<file path="src/rtl/trace_ring_pkg.sv">
package trace_ring_pkg;
  localparam int REG_AW = 12;

  localparam logic [REG_AW-1:0] OFS_DEPTH  = 12'h004;
  localparam logic [REG_AW-1:0] OFS_STAT   = 12'h00C;
  localparam logic [REG_AW-1:0] OFS_RDATA  = 12'h010;
  localparam logic [REG_AW-1:0] OFS_RPTR   = 12'h014;
  localparam logic [REG_AW-1:0] OFS_WPTR   = 12'h018;
  localparam logic [REG_AW-1:0] OFS_TRGCNT = 12'h01C;
  localparam logic [REG_AW-1:0] OFS_CTRL   = 12'h020;
  localparam logic [REG_AW-1:0] OFS_WDATA  = 12'h024;
  localparam logic [REG_AW-1:0] OFS_FMTST  = 12'h300;
  localparam logic [REG_AW-1:0] OFS_FMTCTL = 12'h304;

  localparam int BIT_FMT_EN     = 0;
  localparam int BIT_FLUSH      = 6;
  localparam int BIT_STOP_FLUSH = 12;
  localparam int BIT_STOP_TRIG  = 13;

  localparam int FRAME_WORDS = 4;
  localparam int FRAME_LSB   = $clog2(FRAME_WORDS);
endpackage

</file>
<file path="src/rtl/trace_ring_mem.sv">
module trace_ring_mem #(
  parameter int DW    = 32,
  parameter int DEPTH = 64,
  localparam int AW   = $clog2(DEPTH)
) (
  input  logic          clk,
  input  logic          we,
  input  logic [AW-1:0] waddr,
  input  logic [DW-1:0] wdata,
  input  logic [AW-1:0] raddr,
  output logic [DW-1:0] rdata
);
  logic [DW-1:0] store_q [DEPTH];

  always_ff @(posedge clk) begin
    if (we) store_q[waddr] <= wdata;
  end

  assign rdata = store_q[raddr];
endmodule

</file>
<file path="src/rtl/trace_ring_seq.sv">
module trace_ring_seq #(
  parameter int CW = 32
) (
  input  logic          clk,
  input  logic          rst_n,
  input  logic          cap_en,
  input  logic          stop_trig_en,
  input  logic          stop_flush_en,
  input  logic          flush_start,
  input  logic          restart,
  input  logic          trig_in,
  input  logic [CW-1:0] trig_cnt,
  input  logic          word_stored,
  input  logic          frame_aligned,
  output logic          flush_busy,
  output logic          stopped,
  output logic          halt
);
  logic          busy_q, busy_d;
  logic          stop_q, stop_d;
  logic          armed_q, armed_d;
  logic [CW-1:0] rem_q, rem_d;
  logic          arm, flush_done, rem_zero;

  assign rem_zero   = (rem_q == '0);
  assign flush_done = busy_q & frame_aligned & ~flush_start;
  assign arm        = trig_in & stop_trig_en & cap_en & ~stop_q & ~armed_q;

  always_comb begin
    busy_d  = busy_q;
    stop_d  = stop_q;
    armed_d = armed_q;
    rem_d   = rem_q;
    if (flush_start)     busy_d = 1'b1;
    else if (flush_done) busy_d = 1'b0;
    if (restart) begin
      stop_d  = 1'b0;
      armed_d = 1'b0;
    end else begin
      if ((armed_q & rem_zero) | (flush_done & stop_flush_en)) stop_d = 1'b1;
      if (arm)                       armed_d = 1'b1;
      else if (armed_q & rem_zero)   armed_d = 1'b0;
    end
    if (arm)                                        rem_d = trig_cnt;
    else if (armed_q & word_stored & ~rem_zero)     rem_d = rem_q - 1'b1;
  end

  always_ff @(posedge clk or negedge rst_n) begin
    if (!rst_n) begin
      busy_q  <= 1'b0;
      stop_q  <= 1'b0;
      armed_q <= 1'b0;
      rem_q   <= '0;
    end else begin
      busy_q  <= busy_d;
      stop_q  <= stop_d;
      armed_q <= armed_d;
      rem_q   <= rem_d;
    end
  end

  assign flush_busy = busy_q;
  assign stopped    = stop_q;
  assign halt       = stop_q | (armed_q & rem_zero);
endmodule

</file>
<file path="src/rtl/trace_ring_buf.sv">
module trace_ring_buf
  import trace_ring_pkg::*;
#(
  parameter int DEPTH = 64
) (
  input  logic        clk,
  input  logic        rst_n,
  input  logic        reg_req,
  input  logic        reg_we,
  input  logic [11:0] reg_addr,
  input  logic [31:0] reg_wdata,
  output logic [31:0] reg_rdata,
  input  logic        trc_valid,
  input  logic [31:0] trc_data,
  input  logic        trc_trig
);
  localparam int AW = $clog2(DEPTH);
  localparam logic [AW-1:0] LAST = AW'(DEPTH - 1);

  logic          cap_en_q, fmt_en_q, stop_flush_q, stop_trig_q, full_q;
  logic [31:0]   trig_cnt_q;
  logic [AW-1:0] wptr_q, rptr_q, wptr_d, rptr_d;
  logic          full_d;

  logic bus_wr, bus_rd;
  logic wr_wptr, wr_rptr, wr_data, wr_ctrl, wr_fmtctl, wr_trg, rd_data;
  logic flush_busy, stopped, halt;
  logic pad_we, trc_store, mem_we;
  logic [31:0] mem_wd, mem_rd;

  assign bus_wr    = reg_req & reg_we;
  assign bus_rd    = reg_req & ~reg_we;
  assign wr_wptr   = bus_wr & (reg_addr == OFS_WPTR);
  assign wr_rptr   = bus_wr & (reg_addr == OFS_RPTR);
  assign wr_data   = bus_wr & (reg_addr == OFS_WDATA);
  assign wr_ctrl   = bus_wr & (reg_addr == OFS_CTRL);
  assign wr_fmtctl = bus_wr & (reg_addr == OFS_FMTCTL);
  assign wr_trg    = bus_wr & (reg_addr == OFS_TRGCNT);
  assign rd_data   = bus_rd & (reg_addr == OFS_RDATA);

  trace_ring_seq #(.CW(32)) seq_i (
    .clk          (clk),
    .rst_n        (rst_n),
    .cap_en       (cap_en_q),
    .stop_trig_en (stop_trig_q),
    .stop_flush_en(stop_flush_q),
    .flush_start  (wr_fmtctl & reg_wdata[BIT_FLUSH]),
    .restart      (wr_ctrl & reg_wdata[0]),
    .trig_in      (trc_trig),
    .trig_cnt     (trig_cnt_q),
    .word_stored  (trc_store),
    .frame_aligned(wptr_q[FRAME_LSB-1:0] == '0),
    .flush_busy   (flush_busy),
    .stopped      (stopped),
    .halt         (halt)
  );

  // Store source priority: bus write port, then flush padding, then trace.
  assign pad_we    = flush_busy & (wptr_q[FRAME_LSB-1:0] != '0) & ~wr_data;
  assign trc_store = trc_valid & cap_en_q & ~halt & ~flush_busy & ~wr_data;
  assign mem_we    = wr_data | pad_we | trc_store;
  assign mem_wd    = wr_data ? reg_wdata : (pad_we ? 32'h0 : trc_data);

  trace_ring_mem #(.DW(32), .DEPTH(DEPTH)) mem_i (
    .clk  (clk),
    .we   (mem_we),
    .waddr(wptr_q),
    .wdata(mem_wd),
    .raddr(rptr_q),
    .rdata(mem_rd)
  );

  always_comb begin
    wptr_d = wptr_q;
    full_d = full_q;
    if (wr_wptr) begin
      wptr_d = reg_wdata[AW-1:0];
      full_d = 1'b0;
    end else if (mem_we) begin
      wptr_d = (wptr_q == LAST) ? '0 : wptr_q + 1'b1;
      if (wptr_q == LAST) full_d = 1'b1;
    end
    rptr_d = rptr_q;
    if (wr_rptr)      rptr_d = reg_wdata[AW-1:0];
    else if (rd_data) rptr_d = (rptr_q == LAST) ? '0 : rptr_q + 1'b1;
  end

  always_ff @(posedge clk or negedge rst_n) begin
    if (!rst_n) begin
      wptr_q       <= '0;
      rptr_q       <= '0;
      full_q       <= 1'b0;
      cap_en_q     <= 1'b0;
      fmt_en_q     <= 1'b0;
      stop_flush_q <= 1'b0;
      stop_trig_q  <= 1'b0;
      trig_cnt_q   <= '0;
    end else begin
      wptr_q <= wptr_d;
      rptr_q <= rptr_d;
      full_q <= full_d;
      if (wr_ctrl) cap_en_q <= reg_wdata[0];
      if (wr_trg)  trig_cnt_q <= reg_wdata;
      if (wr_fmtctl) begin
        fmt_en_q     <= reg_wdata[BIT_FMT_EN];
        stop_flush_q <= reg_wdata[BIT_STOP_FLUSH];
        stop_trig_q  <= reg_wdata[BIT_STOP_TRIG];
      end
    end
  end

  always_comb begin
    reg_rdata = '0;
    if (bus_rd) begin
      unique case (reg_addr)
        OFS_DEPTH:  reg_rdata = 32'(DEPTH) & 32'h7FFF_FFFF;
        OFS_STAT:   reg_rdata = {31'b0, full_q};
        OFS_RDATA:  reg_rdata = mem_rd;
        OFS_RPTR:   reg_rdata = 32'(rptr_q);
        OFS_WPTR:   reg_rdata = 32'(wptr_q);
        OFS_TRGCNT: reg_rdata = trig_cnt_q;
        OFS_CTRL:   reg_rdata = {31'b0, cap_en_q};
        OFS_FMTST:  reg_rdata = {30'b0, stopped | ~cap_en_q, flush_busy};
        OFS_FMTCTL: reg_rdata = {18'b0, stop_trig_q, stop_flush_q, 5'b0,
                                 flush_busy, 5'b0, fmt_en_q};
        default:    reg_rdata = '0;
      endcase
    end
  end
endmodule

</file>
<file path="config.mk">
export PLATFORM = sky130hd
export DESIGN_NAME = trace_ring_buf
export DESIGN_NICKNAME = d
export VERILOG_FILES = /design/src/rtl/trace_ring_pkg.sv /design/src/rtl/trace_ring_mem.sv /design/src/rtl/trace_ring_seq.sv /design/src/rtl/trace_ring_buf.sv
export SDC_FILE = /design/constraint.sdc
export NUM_CORES = 2
export LEC_CHECK = 0
export BUFFER_PORTS_ARGS = -buffer_cell sky130_fd_sc_hd__buf_4
export CAP_MARGIN = 30
export CORE_MARGIN = 1
export CORE_UTILIZATION = 65
export CTS_BUF_LIST = sky130_fd_sc_hd__clkbuf_4
export DETAILED_ROUTE_END_ITERATION = 10
export PLACE_DENSITY = 0.83
export SLEW_MARGIN = 10
export SYNTH_ARGS = -nofsm -noshare
export SYNTH_HDL_FRONTEND = slang
export SYNTH_HIERARCHICAL = 1
export SYNTH_SLANG_ARGS = --single-unit
</file>
<file path="constraint.sdc">
create_clock -name clk -period 6.93 [get_ports clk]
set_input_delay 1.7325 -clock clk [delete_from_list [all_inputs] [get_ports clk]]
set_output_delay 1.7325 -clock clk [all_outputs]
set_load 0.01 [all_outputs]
</file>
After elaboration in Yosys (flattened, before gate mapping)
Memories as Yosys holds them, arrays and structs flattened.
Index checks and enable logic that the tools add are counted.
Widths: inputs -> output; s select.
{ "word_totals": {"reg_bits": 84, "ram_bits": 2048, "input_bits": 82, "output_inout_bits": 32, "mem_count": 1} }
{ "memory_table": {"columns": ["name", "depth", "width", "read_ports", "rd_ports_with_merged_regs", "wr", "line_no", "text"], "rows": [
  ["mem_i.store_q", 64, 32, 1, 0, 1, "trace_ring_mem.sv:13", "logic [DW-1:0] store_q [DEPTH];"]
]} }
{ "op_classes": {"add_sub_neg": 3, "n_eq_ne": 12, "mux": 24, "n_bitwise": 41, "reduce_logical": 11} }
{ "ops": {"columns": ["operator", "count"], "rows": [
  ["$pmux 32 s9", 1],
  ["$mux 32", 5],
  ["$eq 12x5->1 const B", 4],
  ["$mux 6", 6],
  ["$logic_not 32->1", 1],
  ["$sub 32x1->32 const B", 1],
  ["$and 1x1->1", 27],
  ["$eq 12x10->1 const B", 2],
  ["$eq 12x6->1 const B", 2],
  ["$reduce_bool 2->1", 7],
  ["$add 6x1->6 const B", 2],
  ["$eq 12x3->1 const B", 1],
  ["$eq 12x4->1 const B", 1],
  ["$eq 6x6->1 const B", 2],
  ["$mux 1", 12],
  ["$not 1->1", 9],
  ["$or 1x1->1", 5],
  ["$reduce_bool 3->1", 1],
  ["$logic_not 2->1", 1],
  ["$reduce_and 2->1", 1]
]} }

Longest topological paths before layout
{ "logic_depth": {"depth_word": 11, "ltp_mapped": 16, "ltp_nobuf": 14} }

Modules after synthesis
Netlist, hierarchy kept.
{ "by_module_without_submodules": {"columns": ["mod", "instances", "cells_each", "area_per_inst_um2"], "rows": [
  ["trace_ring_mem", 1, 3292, 77874.7],
  ["trace_ring_buf", 1, 405, 3417.0],
  ["trace_ring_seq", 1, 230, 2069.5]
]} }

Worst setup path before layout
No wires, ideal clock.
{ "synth_path": {"kind": "input to register", "from": "input port reg_addr[2]", "to": "memory mem_i.store_q[48][0], enable pin", "setup_ns": 0.461, "arrival_ns": 5.604, "path_slack_ns": 0.865, "path_stages": 8, "n_path_buf": 1, "cell_sequence": "buf_2 or4b_1 nor4_4 nor2_1 inv_1 nor2b_1 nand4b_1 nor3_1"} }
{ "synth_between": {"elab_chain_cells": 8} }
{ "synth_lines": {"columns": ["item", "line_no", "text"], "rows": [
  ["start, declared", "trace_ring_buf.sv:10", "input logic [11:0] reg_addr,"],
  ["$eq 12x6->1 (*)", "trace_ring_buf.sv:35", "assign wr_data = bus_wr & (reg_addr == OFS_WDATA);"],
  ["$and 1x1->1 (*)", "trace_ring_buf.sv:35", null],
  ["$not 1->1", "trace_ring_buf.sv:59, trace_ring_buf.sv:60", null],
  ["$and 1x1->1", "trace_ring_buf.sv:59", "assign pad_we = flush_busy & (wptr_q[FRAME_LSB-1:0] != '0) & ~wr_data;"],
  ["$or 1x1->1", "trace_ring_buf.sv:61", "assign mem_we = wr_data | pad_we | trc_store;"],
  ["$or 1x1->1 (*)", "trace_ring_buf.sv:61", null],
  ["named net mem_we", "trace_ring_buf.sv:28", "logic pad_we, trc_store, mem_we;"],
  ["$mux 1 (*)", "trace_ring_mem.sv:16", "if (we) store_q[waddr] <= wdata;"],
  ["$mux 1 (not written as such) (*)", "trace_ring_mem.sv:16", null],
  ["end, declared", "trace_ring_mem.sv:13", null]
]} }
Mark *: on every way through the listed nets, which the timed path passes. The rest lies on a longest branch.

Worst setup path after layout
{ "layout_path": {"from": "register rptr_q[5]", "to": "output port reg_rdata[2]"} }
{ "layout_between": {"elab_chain_cells": 3} }
{ "layout_lines": {"columns": ["item", "line_no", "text"], "rows": [
  ["start, declared", "trace_ring_buf.sv:22", "logic [AW-1:0] wptr_q, rptr_q, wptr_d, rptr_d;"],
  ["start signal, assigned", "trace_ring_buf.sv:100", "rptr_q <= rptr_d;"],
  ["$mem_v2 64x32", null, null],
  ["named net mem_rd[2]", "trace_ring_buf.sv:29", "logic [31:0] mem_wd, mem_rd;"],
  ["$pmux 32 s9", "trace_ring_buf.sv:115", "unique case (reg_addr)"],
  ["$mux 32", "trace_ring_buf.sv:114", "if (bus_rd) begin"],
  ["end, declared", "trace_ring_buf.sv:12", "output logic [31:0] reg_rdata,"]
]} }
The timed path passes the listed nets, and every way through them passes these cells.

==> flow_summary.yaml <==
grt:
  grt_pass1_vias: 48090
  grtUsageTotal_pct: 37.1
  grt_max_degree: 106
  overflow: 0
  grt_pass1_wl_um: 334000
  antenna_found_initial: 7
place:
  dp.cells: 5672
  gp_congestion: 0.929
  dpl_worst_slack_ns: 1.06
  hpwl_um: 128000
  place.port_buffers: 113
final_layout:
  area_growth_pct: 13.0
  fin_nets: 4607
  utilization_pct: 74.0
  finalNonFillerCells: 6555
  drive_gt1_share_pct: 36.1
  layout_commonest_cell: "edfxtp_1"
  final_cell_mix: "edfxtp_1 (2048), clkbuf_4 (714), mux4_2 (549), buf_4 (281), nor2_1 (146)"
yosys:
  synth_seq_cells: 2132
  synthArstFlopShare_pct: 3.94
  postSynthNetCount: 4013
  syn_area_per_cell_sq_um: 21.2
  synthCells: 3927
  synth_seq_area_share_pct: 76.3
  yosys_warnings: 6
  synth_cell_types: 72
  ys.flop_type: "edfxtp_1"
  syn_area_sq_um: 83400
  synth-edff-count: 2048
sta:
  slew_headroom_pct: 25.9
  setup_viol: 0
  max_freq_mhz: 144
  fin_skew_ns: 0.115
  worst_slew_pin_slew_ns: 1.11
  post-route-min-period_ns: 6.93
  period_share_pct: 100
  hold_viol: 0
  fin_ws_ns: 0.000601
  report.final.slew_viol_count: 0
cts:
  cts.clk_slew.worst_paths_ns: 0.08
  cts_root_buf: "clkbuf_4"
  clockBufferDepth: 4
  cts_max_level: 5
  clock_latency_ns: 1.45
  cts_tree: "yes"
  cts_sinks: 2132
  cts_buffers: 495
setup_path:
  worstPathMaxFanout: 12
  cp-start-kind: "register"
  rr_worst_depth: 13
  critPathCaptureType: "output port"
  cp.required_ns: 5.20
  r2r_slack_ns: 1.41
  rr_endpoint: "mem_i/store_q[19][21]$_DFFE_PP_"
  worstSetupPathType: "register to output port"
  cp.arrival_ns: 5.20
  regToRegStartpoint: "seq_i/rem_q[0]$_DFFE_PN0P_"
detailed_routing:
  drt-wirelength-per-cell_um: 36.6
  routed_wl_um: 240000
  drcViolationCount: 0
  first_iter_violations: 8635
  via_per_inst: 7.30
  route.antenna.remaining_nets: 0
  drtPass1Iterations: 9
  vias: 47858
outcome:
  run_status: "complete, no violations"
die:
  core_sq_um: 127000
  die_area_sq_um: 130000
  rows: 131
  die_w_um: 360
  io_pins: 114
  initial_core_util_pct: 65.5
  die_y_um: 360
pwr:
  ir_drop_uv: 145
  finalPower_mw: 24.4
  p_per_area_nw_per_um2: 259
  leakage_nw: 29.7
worst_hold_path:
  holdCritPathClass: "input pin to async pin"
job:
  cap_viol_max_count: 0
layer usage:
metal / routed length, um / vias up / GRT usage, % / part of all wire, %
met2: 110000 / 5030 / 56.3 / 46
met3: 37000 / 1055 / 11.5 / 15
met4: 17900 / 2 / 23.9 / 7.4
met5: 9 / - / 0 / 0.0038
met1: 74400 / 23772 / 47.2 / 31
li1: - / 17999 / - / -
cells by family (layout without fill, tap and decap cells):
| family | after synthesis | in the layout | synth area share (%) |
|---|---|---|---|
| AO/OA/AOI/OAI | 343 | 343 | 2.67 |
| XOR/XNOR | 22 | 22 | 0.231 |
| adder cells (fa/ha/maj) | 4 | 4 | 0.0600 |
| buffers and inverters | 228 | 1188 | 1.31 |
| flip-flops | 2132 | 2132 | 76.3 |
| multiplexers | 678 | 678 | 16.4 |
| other | 0 | 6 | 0 |
| AND/OR/NAND/NOR | 520 | 520 | 3.00 |
registers in the layout (all words and copies together) (netlist names):
register / cells
seq_i/stopped: 1
seq_i/rem_q: 32
rptr_q: 6
seq_i/armed_q: 1
stop_trig_q: 1
mem_i/store_q: 2048
cap_en_q: 1
stop_flush_q: 1
trig_cnt_q: 32
fmt_en_q: 1
full_q: 1
wptr_q: 6
seq_i/flush_busy: 1
stage by stage:
stage | setup TNS, ns | hold slack, ns | instance area (sq um)
6_report | 0 | 0.268 | 94200
3_5_place_dp | 0 | 0.500 | 87800
4_1_cts | 0 | 0.192 | 94000
3_3_place_gp | 0 | 0.497 | 87700
5_1_grt | -0.0134 | 0.248 | 94200
2_1_floorplan | 0 | 0.461 | 83400
layout make-up:
class	instances	area, sq um
clock buffers	714	5360
clock inverters	149	718
repair buffers	318	2860
flip-flops and latches	2132	63600
multi-input cells	1567	19500
fillers	6478	33100
well taps	1662	2080
diodes	6	15.0
inverters	7	26.3
worst max-delay path by stage:
stage                                from  slack, ns  cells past startpoint                             end
floorplan                     reg_addr[2]       0.86                      8  mem_i/store_q[48][0]$_DFFE_PP_
global placement              reg_addr[9]       1.02                      7                    reg_rdata[2]
detailed placement  rptr_q[0]$_DFFE_PN0P_       1.06                      8                    reg_rdata[3]
CTS                 rptr_q[0]$_DFFE_PN0P_      0.006                      8                    reg_rdata[3]
global route        rptr_q[3]$_DFFE_PN0P_      -0.01                      9                    reg_rdata[0]
finish              rptr_q[5]$_DFFE_PN0P_     0.0006                      9                    reg_rdata[2]
synth_stat cells (7+ instances only):
cell      number  area share, %
a21oi_1       82           0.49
a22oi_1       36           0.32
a311oi_1       8          0.084
a31oi_1        7          0.053
and3_1        15           0.11
buf_1         27           0.12
buf_2         67           0.40
buf_4         25           0.23
buf_6          8           0.11
clkbuf_1      94           0.42
dfrtp_1       84            2.5
edfxtp_1    2048             74
inv_1          7          0.032
mux2_2        34           0.46
mux2i_1       94            1.1
mux4_2       549             15
nand2_1      133           0.60
nand2b_1      13          0.098
nand3_1       19           0.11
nand4_1        8          0.060
nor2_1       208           0.94
nor2b_1       23           0.17
nor3_1        20           0.12
nor4_1        14           0.11
o21ai_0       55           0.33
o221ai_1      27           0.28
o22ai_1       84           0.63
or3_1         11          0.083
or4_1          8          0.072
xnor2_1       18           0.19
critical path: stages (launching register included):
cell and delay, ns:
dfrtp_1 0.80, buf_4 0.38, or3b_1 0.72, o221ai_1 0.39, a21oi_1 0.08, a21oi_1 0.52, nor2_1 0.16, mux4_2 0.48
nor2b_1 0.15, buf_4 0.14
what timing repair did:
action                                  CTS  global route
hold buffers                              0             0
setup buffers                             4             3
gates resized for setup                   3             3
endpoints found under the setup margin   23            10
power breakdown:
part | total (mW) | leakage, nW | switching (mW) | internal (mW)
clock network | 9.86 | 3.61 | 4.97 | 4.89
registers | 14.1 | 19.6 | 0.00885 | 14.1
logic | 0.471 | 6.55 | 0.352 | 0.120
total | 24.4 | 29.7 | 5.33 | 19.1
No activity file was read; power rests on OpenSTA's default activity.
